[config.mk]
export PLATFORM = sky130hd
export DESIGN_NAME = ivt_timer
export DESIGN_NICKNAME = d
export VERILOG_FILES = /design/src/rtl/ivt_pkg.sv /design/src/rtl/ivt_prescaler.sv /design/src/rtl/ivt_counter.sv /design/src/rtl/ivt_status.sv /design/src/rtl/ivt_timer.sv
export SDC_FILE = /design/constraint.sdc
export NUM_CORES = 1
export LEC_CHECK = 0
export ABC_AREA = 1
export BUFFER_PORTS_ARGS = -buffer_cell sky130_fd_sc_hd__buf_2
export CELL_PAD_IN_SITES_DETAIL_PLACEMENT = 1
export CELL_PAD_IN_SITES_GLOBAL_PLACEMENT = 1
export CORE_MARGIN = 2
export CORE_UTILIZATION = 36
export CTS_CLUSTER_DIAMETER = 80
export DETAILED_ROUTE_END_ITERATION = 12
export PLACE_DENSITY_LB_ADDON = 0.1
export SYNTH_ARGS = -nofsm -noshare
export SYNTH_HDL_FRONTEND = slang
export SYNTH_SLANG_ARGS = --single-unit
[constraint.sdc]
create_clock -name clk -period 1.7 [get_ports clk]
set_clock_uncertainty 0.15 [all_clocks]
set_input_delay 0.255 -clock clk [delete_from_list [all_inputs] [get_ports clk]]
set_output_delay 0.255 -clock clk [all_outputs]
set_load 0.01 [all_outputs]
[src/rtl/ivt_pkg.sv]
package ivt_pkg;

    localparam int PRE_W = 3;

    localparam logic [7:0] OFF_IE   = 8'h00;
    localparam logic [7:0] OFF_STAT = 8'h04;
    localparam logic [7:0] OFF_CTRL = 8'h10;
    localparam logic [7:0] OFF_INTV = 8'h14;
    localparam logic [7:0] OFF_CNT  = 8'h18;

    localparam logic [1:0] SRC_MAIN = 2'd1;

    // Field layout matches the control register bit positions.
    typedef struct packed {
        logic             single;
        logic [PRE_W-1:0] div_code;
        logic [1:0]       src;
        logic             repeat_en;
        logic             run;
    } ctrl_t;

    typedef enum logic [2:0] {
        SEL_IE,
        SEL_STAT,
        SEL_CTRL,
        SEL_INTV,
        SEL_CNT,
        SEL_NONE
    } reg_sel_e;

    function automatic reg_sel_e decode_offset(input logic [7:0] off);
        case (off)
            OFF_IE:   return SEL_IE;
            OFF_STAT: return SEL_STAT;
            OFF_CTRL: return SEL_CTRL;
            OFF_INTV: return SEL_INTV;
            OFF_CNT:  return SEL_CNT;
            default:  return SEL_NONE;
        endcase
    endfunction

    function automatic logic repeats(input ctrl_t c);
        return c.repeat_en && !c.single;
    endfunction

endpackage

[src/rtl/ivt_prescaler.sv]
module ivt_prescaler #(
    parameter int CODE_W = ivt_pkg::PRE_W
) (
    input  logic              clk,
    input  logic              rst,
    input  logic              active,
    input  logic [CODE_W-1:0] code,
    output logic              tick
);
    localparam int DIV_W = (1 << CODE_W) - 1;

    logic [DIV_W-1:0] div_q;
    logic [DIV_W-1:0] limit;

    // limit = 2^code - 1, built as a thermometer mask
    always_comb begin
        for (int i = 0; i < DIV_W; i++) begin
            limit[i] = (i < int'(code));
        end
    end

    assign tick = active && (div_q == limit);

    always_ff @(posedge clk) begin
        if (rst || !active) begin
            div_q <= '0;
        end else if (tick) begin
            div_q <= '0;
        end else begin
            div_q <= div_q + 1'b1;
        end
    end

    AST_DIV_RESTART: assert property (@(posedge clk) disable iff (rst)
        $rose(active) |-> (div_q == '0));

endmodule

[src/rtl/ivt_counter.sv]
module ivt_counter #(
    parameter int CNT_W = 32
) (
    input  logic             clk,
    input  logic             rst,
    input  logic             tick,
    input  logic             load,
    input  logic [CNT_W-1:0] load_val,
    input  logic [CNT_W-1:0] interval,
    input  logic             periodic,
    output logic [CNT_W-1:0] count,
    output logic             expire
);
    localparam logic [CNT_W-1:0] ONE = CNT_W'(1);

    logic [CNT_W-1:0] count_d;
    logic             at_zero;

    assign at_zero = (count == '0);
    assign expire  = tick && !load && (count == ONE);

    always_comb begin
        count_d = count;
        if (load) begin
            count_d = load_val;
        end else if (tick) begin
            if (count == ONE) begin
                count_d = periodic ? interval : '0;
            end else if (at_zero) begin
                count_d = periodic ? interval : '0;
            end else begin
                count_d = count - ONE;
            end
        end
    end

    always_ff @(posedge clk) begin
        if (rst) begin
            count <= '0;
        end else begin
            count <= count_d;
        end
    end

    AST_DEC_STEP: assert property (@(posedge clk) disable iff (rst)
        (tick && !load && count > ONE) |=> (count == $past(count) - ONE));

    AST_RELOAD: assert property (@(posedge clk) disable iff (rst)
        (expire && periodic) |=> (count == $past(interval)));

    AST_FREEZE: assert property (@(posedge clk) disable iff (rst)
        (!tick && !load) |=> $stable(count));

    AST_ZERO_HOLD: assert property (@(posedge clk) disable iff (rst)
        (tick && !load && at_zero && !periodic) |=> (count == '0));

    AST_LOAD: assert property (@(posedge clk) disable iff (rst)
        load |=> (count == $past(load_val)));

endmodule

[src/rtl/ivt_status.sv]
module ivt_status (
    input  logic clk,
    input  logic rst,
    input  logic set,
    input  logic clr,
    input  logic enable,
    output logic pending,
    output logic irq
);
    always_ff @(posedge clk) begin
        if (rst) begin
            pending <= 1'b0;
        end else if (set) begin
            pending <= 1'b1;
        end else if (clr) begin
            pending <= 1'b0;
        end
    end

    assign irq = pending && enable;

    AST_SET_WINS: assert property (@(posedge clk) disable iff (rst)
        set |=> pending);

    AST_W1C: assert property (@(posedge clk) disable iff (rst)
        (clr && !set) |=> !pending);

    AST_STICKY: assert property (@(posedge clk) disable iff (rst)
        (pending && !clr) |=> pending);

endmodule

[src/rtl/ivt_timer.sv]
module ivt_timer #(
    parameter int ADDR_W = 8,
    parameter int DATA_W = 32,
    parameter int CNT_W  = 32
) (
    input  logic              clk,
    input  logic              rst,
    input  logic [ADDR_W-1:0] bus_addr,
    input  logic              bus_we,
    input  logic [DATA_W-1:0] bus_wdata,
    output logic [DATA_W-1:0] bus_rdata,
    output logic              irq
);
    import ivt_pkg::*;

    localparam int CTRL_W = $bits(ctrl_t);

    reg_sel_e         sel;
    ctrl_t            ctrl_q;
    logic             ie_q;
    logic [CNT_W-1:0] interval_q;
    logic [CNT_W-1:0] count;
    logic             tick;
    logic             expire;
    logic             pending;
    logic             src_ok;
    logic             active;
    logic             wr_ie, wr_stat, wr_ctrl, wr_intv, wr_cnt;

    assign sel     = decode_offset(8'(bus_addr));
    assign wr_ie   = bus_we && (sel == SEL_IE);
    assign wr_stat = bus_we && (sel == SEL_STAT);
    assign wr_ctrl = bus_we && (sel == SEL_CTRL);
    assign wr_intv = bus_we && (sel == SEL_INTV);
    assign wr_cnt  = bus_we && (sel == SEL_CNT);

    assign src_ok = (ctrl_q.src == SRC_MAIN);
    assign active = ctrl_q.run && src_ok;

    always_ff @(posedge clk) begin
        if (rst) begin
            ctrl_q     <= '0;
            ie_q       <= 1'b0;
            interval_q <= '0;
        end else begin
            if (wr_ctrl) begin
                ctrl_q <= ctrl_t'(bus_wdata[CTRL_W-1:0]);
            end else if (expire && ctrl_q.single) begin
                ctrl_q.run <= 1'b0;
            end
            if (wr_ie) begin
                ie_q <= bus_wdata[0];
            end
            if (wr_intv) begin
                interval_q <= CNT_W'(bus_wdata);
            end
        end
    end

    ivt_prescaler #(.CODE_W(PRE_W)) u_pre (
        .clk    (clk),
        .rst    (rst),
        .active (active),
        .code   (ctrl_q.div_code),
        .tick   (tick)
    );

    ivt_counter #(.CNT_W(CNT_W)) u_cnt (
        .clk      (clk),
        .rst      (rst),
        .tick     (tick),
        .load     (wr_cnt),
        .load_val (CNT_W'(bus_wdata)),
        .interval (interval_q),
        .periodic (repeats(ctrl_q)),
        .count    (count),
        .expire   (expire)
    );

    ivt_status u_stat (
        .clk     (clk),
        .rst     (rst),
        .set     (expire),
        .clr     (wr_stat && bus_wdata[0]),
        .enable  (ie_q),
        .pending (pending),
        .irq     (irq)
    );

    always_comb begin
        bus_rdata = '0;
        case (sel)
            SEL_IE:   bus_rdata[0] = ie_q;
            SEL_STAT: bus_rdata[0] = pending;
            SEL_CTRL: bus_rdata[CTRL_W-1:0] = ctrl_q;
            SEL_INTV: bus_rdata = DATA_W'(interval_q);
            SEL_CNT:  bus_rdata = DATA_W'(count);
            default:  bus_rdata = '0;
        endcase
    end

    AST_ONESHOT_STOP: assert property (@(posedge clk) disable iff (rst)
        (expire && ctrl_q.single && !wr_ctrl) |=> !ctrl_q.run);

    AST_NO_TICK_OFF_SRC: assert property (@(posedge clk) disable iff (rst)
        (!src_ok && !wr_cnt) |=> $stable(count));

    AST_IRQ_HOLD: assert property (@(posedge clk) disable iff (rst)
        (irq && !wr_stat && !wr_ie) |=> irq);

endmodule

==> impl_metrics.yaml <==
hold_path:
  hp-class: "primary input to flop"
  worstHoldEndpoint: "interval_q[31]"
  hold_depth: 3
  min_from: "bus_wdata[31]"
global_routing:
  grt_pass1_wl_um: 40400
  antenna_found_initial: 0
  grt_max_degree: 36
  grt_pass1_vias: 7730
  grt_util_all_layers: 0.319
  gr-total-overflow: 0
sta:
  period_minus_slack_ns: 2.30
  maxSlewViolCount: 0
  tns_ns: -21.82
  final-hold-violation-count: 0
  relSlewSlack: 0.669
  period_share: 1.36
  rsz0062_at_grt: "true"
  setup_slack_ns: -0.605
  whs_ns: 0.0337
  fmax_mhz: 434
  worstMarginPinSlew_ns: 0.497
  setup-violations-final: 75
critical_path:
  cp_data_required_time_ns: 1.78
  r2r-start: "ctrl_q[6]"
  critPathMaxFanout: 12
  start_kind: "flop"
  arrival_ns: 2.38
  critPathKind: "flop to flop"
  r2r_setup_slack_ns: -0.60
  critPathCaptureType: "flop"
  r2r-end: "u_cnt.count[5]"
  r2r_cells: 13
power:
  power_switching_w: 0.00115
  seq_power_share: 0.418
  power.leakage_nw: 4.05
  powerDensity_nw_per_um2: 507
  power.share.clock: 0.492
  p_total_w: 0.00453
  ir_drop_uv: 566
  comb_power_share: 0.090
  p_int_w: 0.00338
  switching_share: 0.254
clocking:
  cts_buffers: 9
  clock-sinks: 81
  cts_tree: "yes"
  path_clk_slew_ns: 0.07
  hold_buffers: 0
  clock_path_buffers: 2
  cts_root_buf: "clkbuf_16"
  clock_latency_ns: 0.36
  htreeDepth: 3
synth:
  synthTopCellsByArea: "dfxtp_1 (30%), nand2_1 (15%), nand3_1 (8.5%)"
  yosysUniqueCellTypes: 32
  yosysWarnings: 0
  syn_inst: 880
  synth_largest_area_cell: "dfxtp_1"
  ys_seq_elements: 81
  syn-mean-instance-area_um2: 6.13
  seq_area_frac_synth: 0.301
  synth_fp_nets: 927
  syn_area_um2: 5390
  synth_top_area_share: 0.301
final_layout:
  drive_gt1_frac: 0.427
  syn_to_final_growth_pct: 65.7
  fin_nets: 1159
  n_antenna_cell: 0
  final_cells: 1300
die:
  core_region_area_um2: 14600
  pin_count: 76
  die_x_um: 126
  die_h_um: 126
  initial_core_util: 0.370
  dieArea_um2: 16000
  rows: 44
flow_run:
  maxCapViolCount: 0
route:
  wl_um: 31100
  dr.pass1.iters: 6
  drc: 0
  vias_per_cell: 5.89
  vias: 7659
  wire_per_inst_um: 24.0
  ant_nets: 0
  drtIter0Drc: 621
placed_design:
  io_buffer_count: 75
  place.gp.congestion: 0.950
  dp_cells: 1236
  dp.final_hpwl_um: 17100
status:
  outcome: "finished, violations left"
  violations: "setup timing"
[metal layers]
layer  track usage  routed length [µm]
met1         0.365               11600
met2         0.592               15400
met3        0.0401                1930
met4         0.139                2160
met5             0                   0
[worst max-delay path by stage]
stage	start	end	depth (start not counted)
final	ctrl_q[6]	u_cnt.count[5]	13
after global routing	ctrl_q[6]	u_cnt.count[5]	13
after CTS	u_cnt.count[25]	u_cnt.count[3]	12
after detailed placement	u_cnt.count[0]	u_cnt.count[26]	13
after global placement	ctrl_q[5]	u_cnt.count[16]	9
after floorplan	u_cnt.count[19]	u_cnt.count[11]	11
[through the flow]
step	cell area, µm²	utilization	worst slack, ns
after detailed placement	7170	0.492	-0.460
final	8940	0.613	-0.605
after floorplan	5640	-	-0.0107
after CTS	8450	0.579	-0.279
after global routing	8940	0.613	-0.690
after global placement	7170	0.492	-0.375
[Yosys cell counts]
library cell  instances
nand2_1             216
inv_1               114
nand3_1              92
nor2_1               90
dfxtp_1              81
a21oi_1              70
o21ai_0              52
clkbuf_1             26
o22ai_1              24
xor2_1               15
nor2_2               12
o221ai_1             12
o21ai_1              11
buf_2                 9
nand4_1               9
nor3_1                7
nand2_2               5
nor2_4                5
buf_6                 4
ha_1                  4
inv_2                 4
buf_4                 3
clkinv_1              2
nand2_4               2
nor2_8                2
nor3b_1               2
o211ai_1              2
a21oi_4               1
nor3b_2               1
o21ai_2               1
o21bai_1              1
xnor2_1               1
[layout make-up]
cell class	count	area (µm²)
fill	1845	5650
multi-input combinational	637	3990
timing repair buffer	263	2270
sequential	81	1660
inverter	120	475
clock buffer	12	246
tap	184	230
clock inverter	3	65.1
[power groups by stage]
stage	registers, W	clock network (W)	logic, W
floorplan	0.00194	0	0.000127
global placement	0.00194	0	0.000267
detailed placement	0.00195	0	0.000278
CTS	0.00190	0.00220	0.000355
global route	0.00189	0.00232	0.000425
finish	0.00190	0.00223	0.000406
[cells by family after synthesis]
family | after synthesis | synth area share
xor gates and xnor gates | 16 | 0.0260
buffers and inverters | 162 | 0.122
adders and majority gates | 4 | 0.00928
DFF | 81 | 0.301
and+or+nand+nor | 443 | 0.362
AOI/OAI and AO/OA | 174 | 0.180
[sequential cells by signal, summed over array words and instances (netlist names)]
| name | flops |
|---|---|
| ctrl_q | 8 |
| ie_q | 1 |
| interval_q | 32 |
| u_cnt.count | 32 |
| u_pre.div_q | 7 |
| u_stat.pending | 1 |
[critical path, stage by stage (launching register included)]
cell	delay [ns]
dfxtp_4	0.39
buf_4	0.13
nand3_1	0.10
nand2_1	0.08
nand2_1	0.05
inv_1	0.05
nand2_1	0.08
nor2_4	0.14
nand2_4	0.10
nor2_4	0.15
buf_12	0.15
buf_8	0.17
nand3_2	0.08
a21oi_1	0.33
[placed cells by master, fill, tap and decap left out, types with 23 or more instances in the layout]
cell type / instances
buf_6: 34
inv_1: 106
nand2_1: 184
nor2_1: 62
o21ai_0: 35
buf_4: 141
a21oi_1: 62
nand3_1: 73
nand2_2: 23
nor2_4: 29
dfxtp_1: 59
buf_2: 64
[timing repair]
| item | 4_1_cts | 5_1_grt |
|---|---|---|
| setup buffers | 27 | 20 |
| gates resized for setup | 167 | 94 |
| pin swaps | 48 | 33 |
| gates cloned | 6 | 3 |
| setup endpoints to repair | 73 | 73 |
Power figures use the tool's default switching activity.
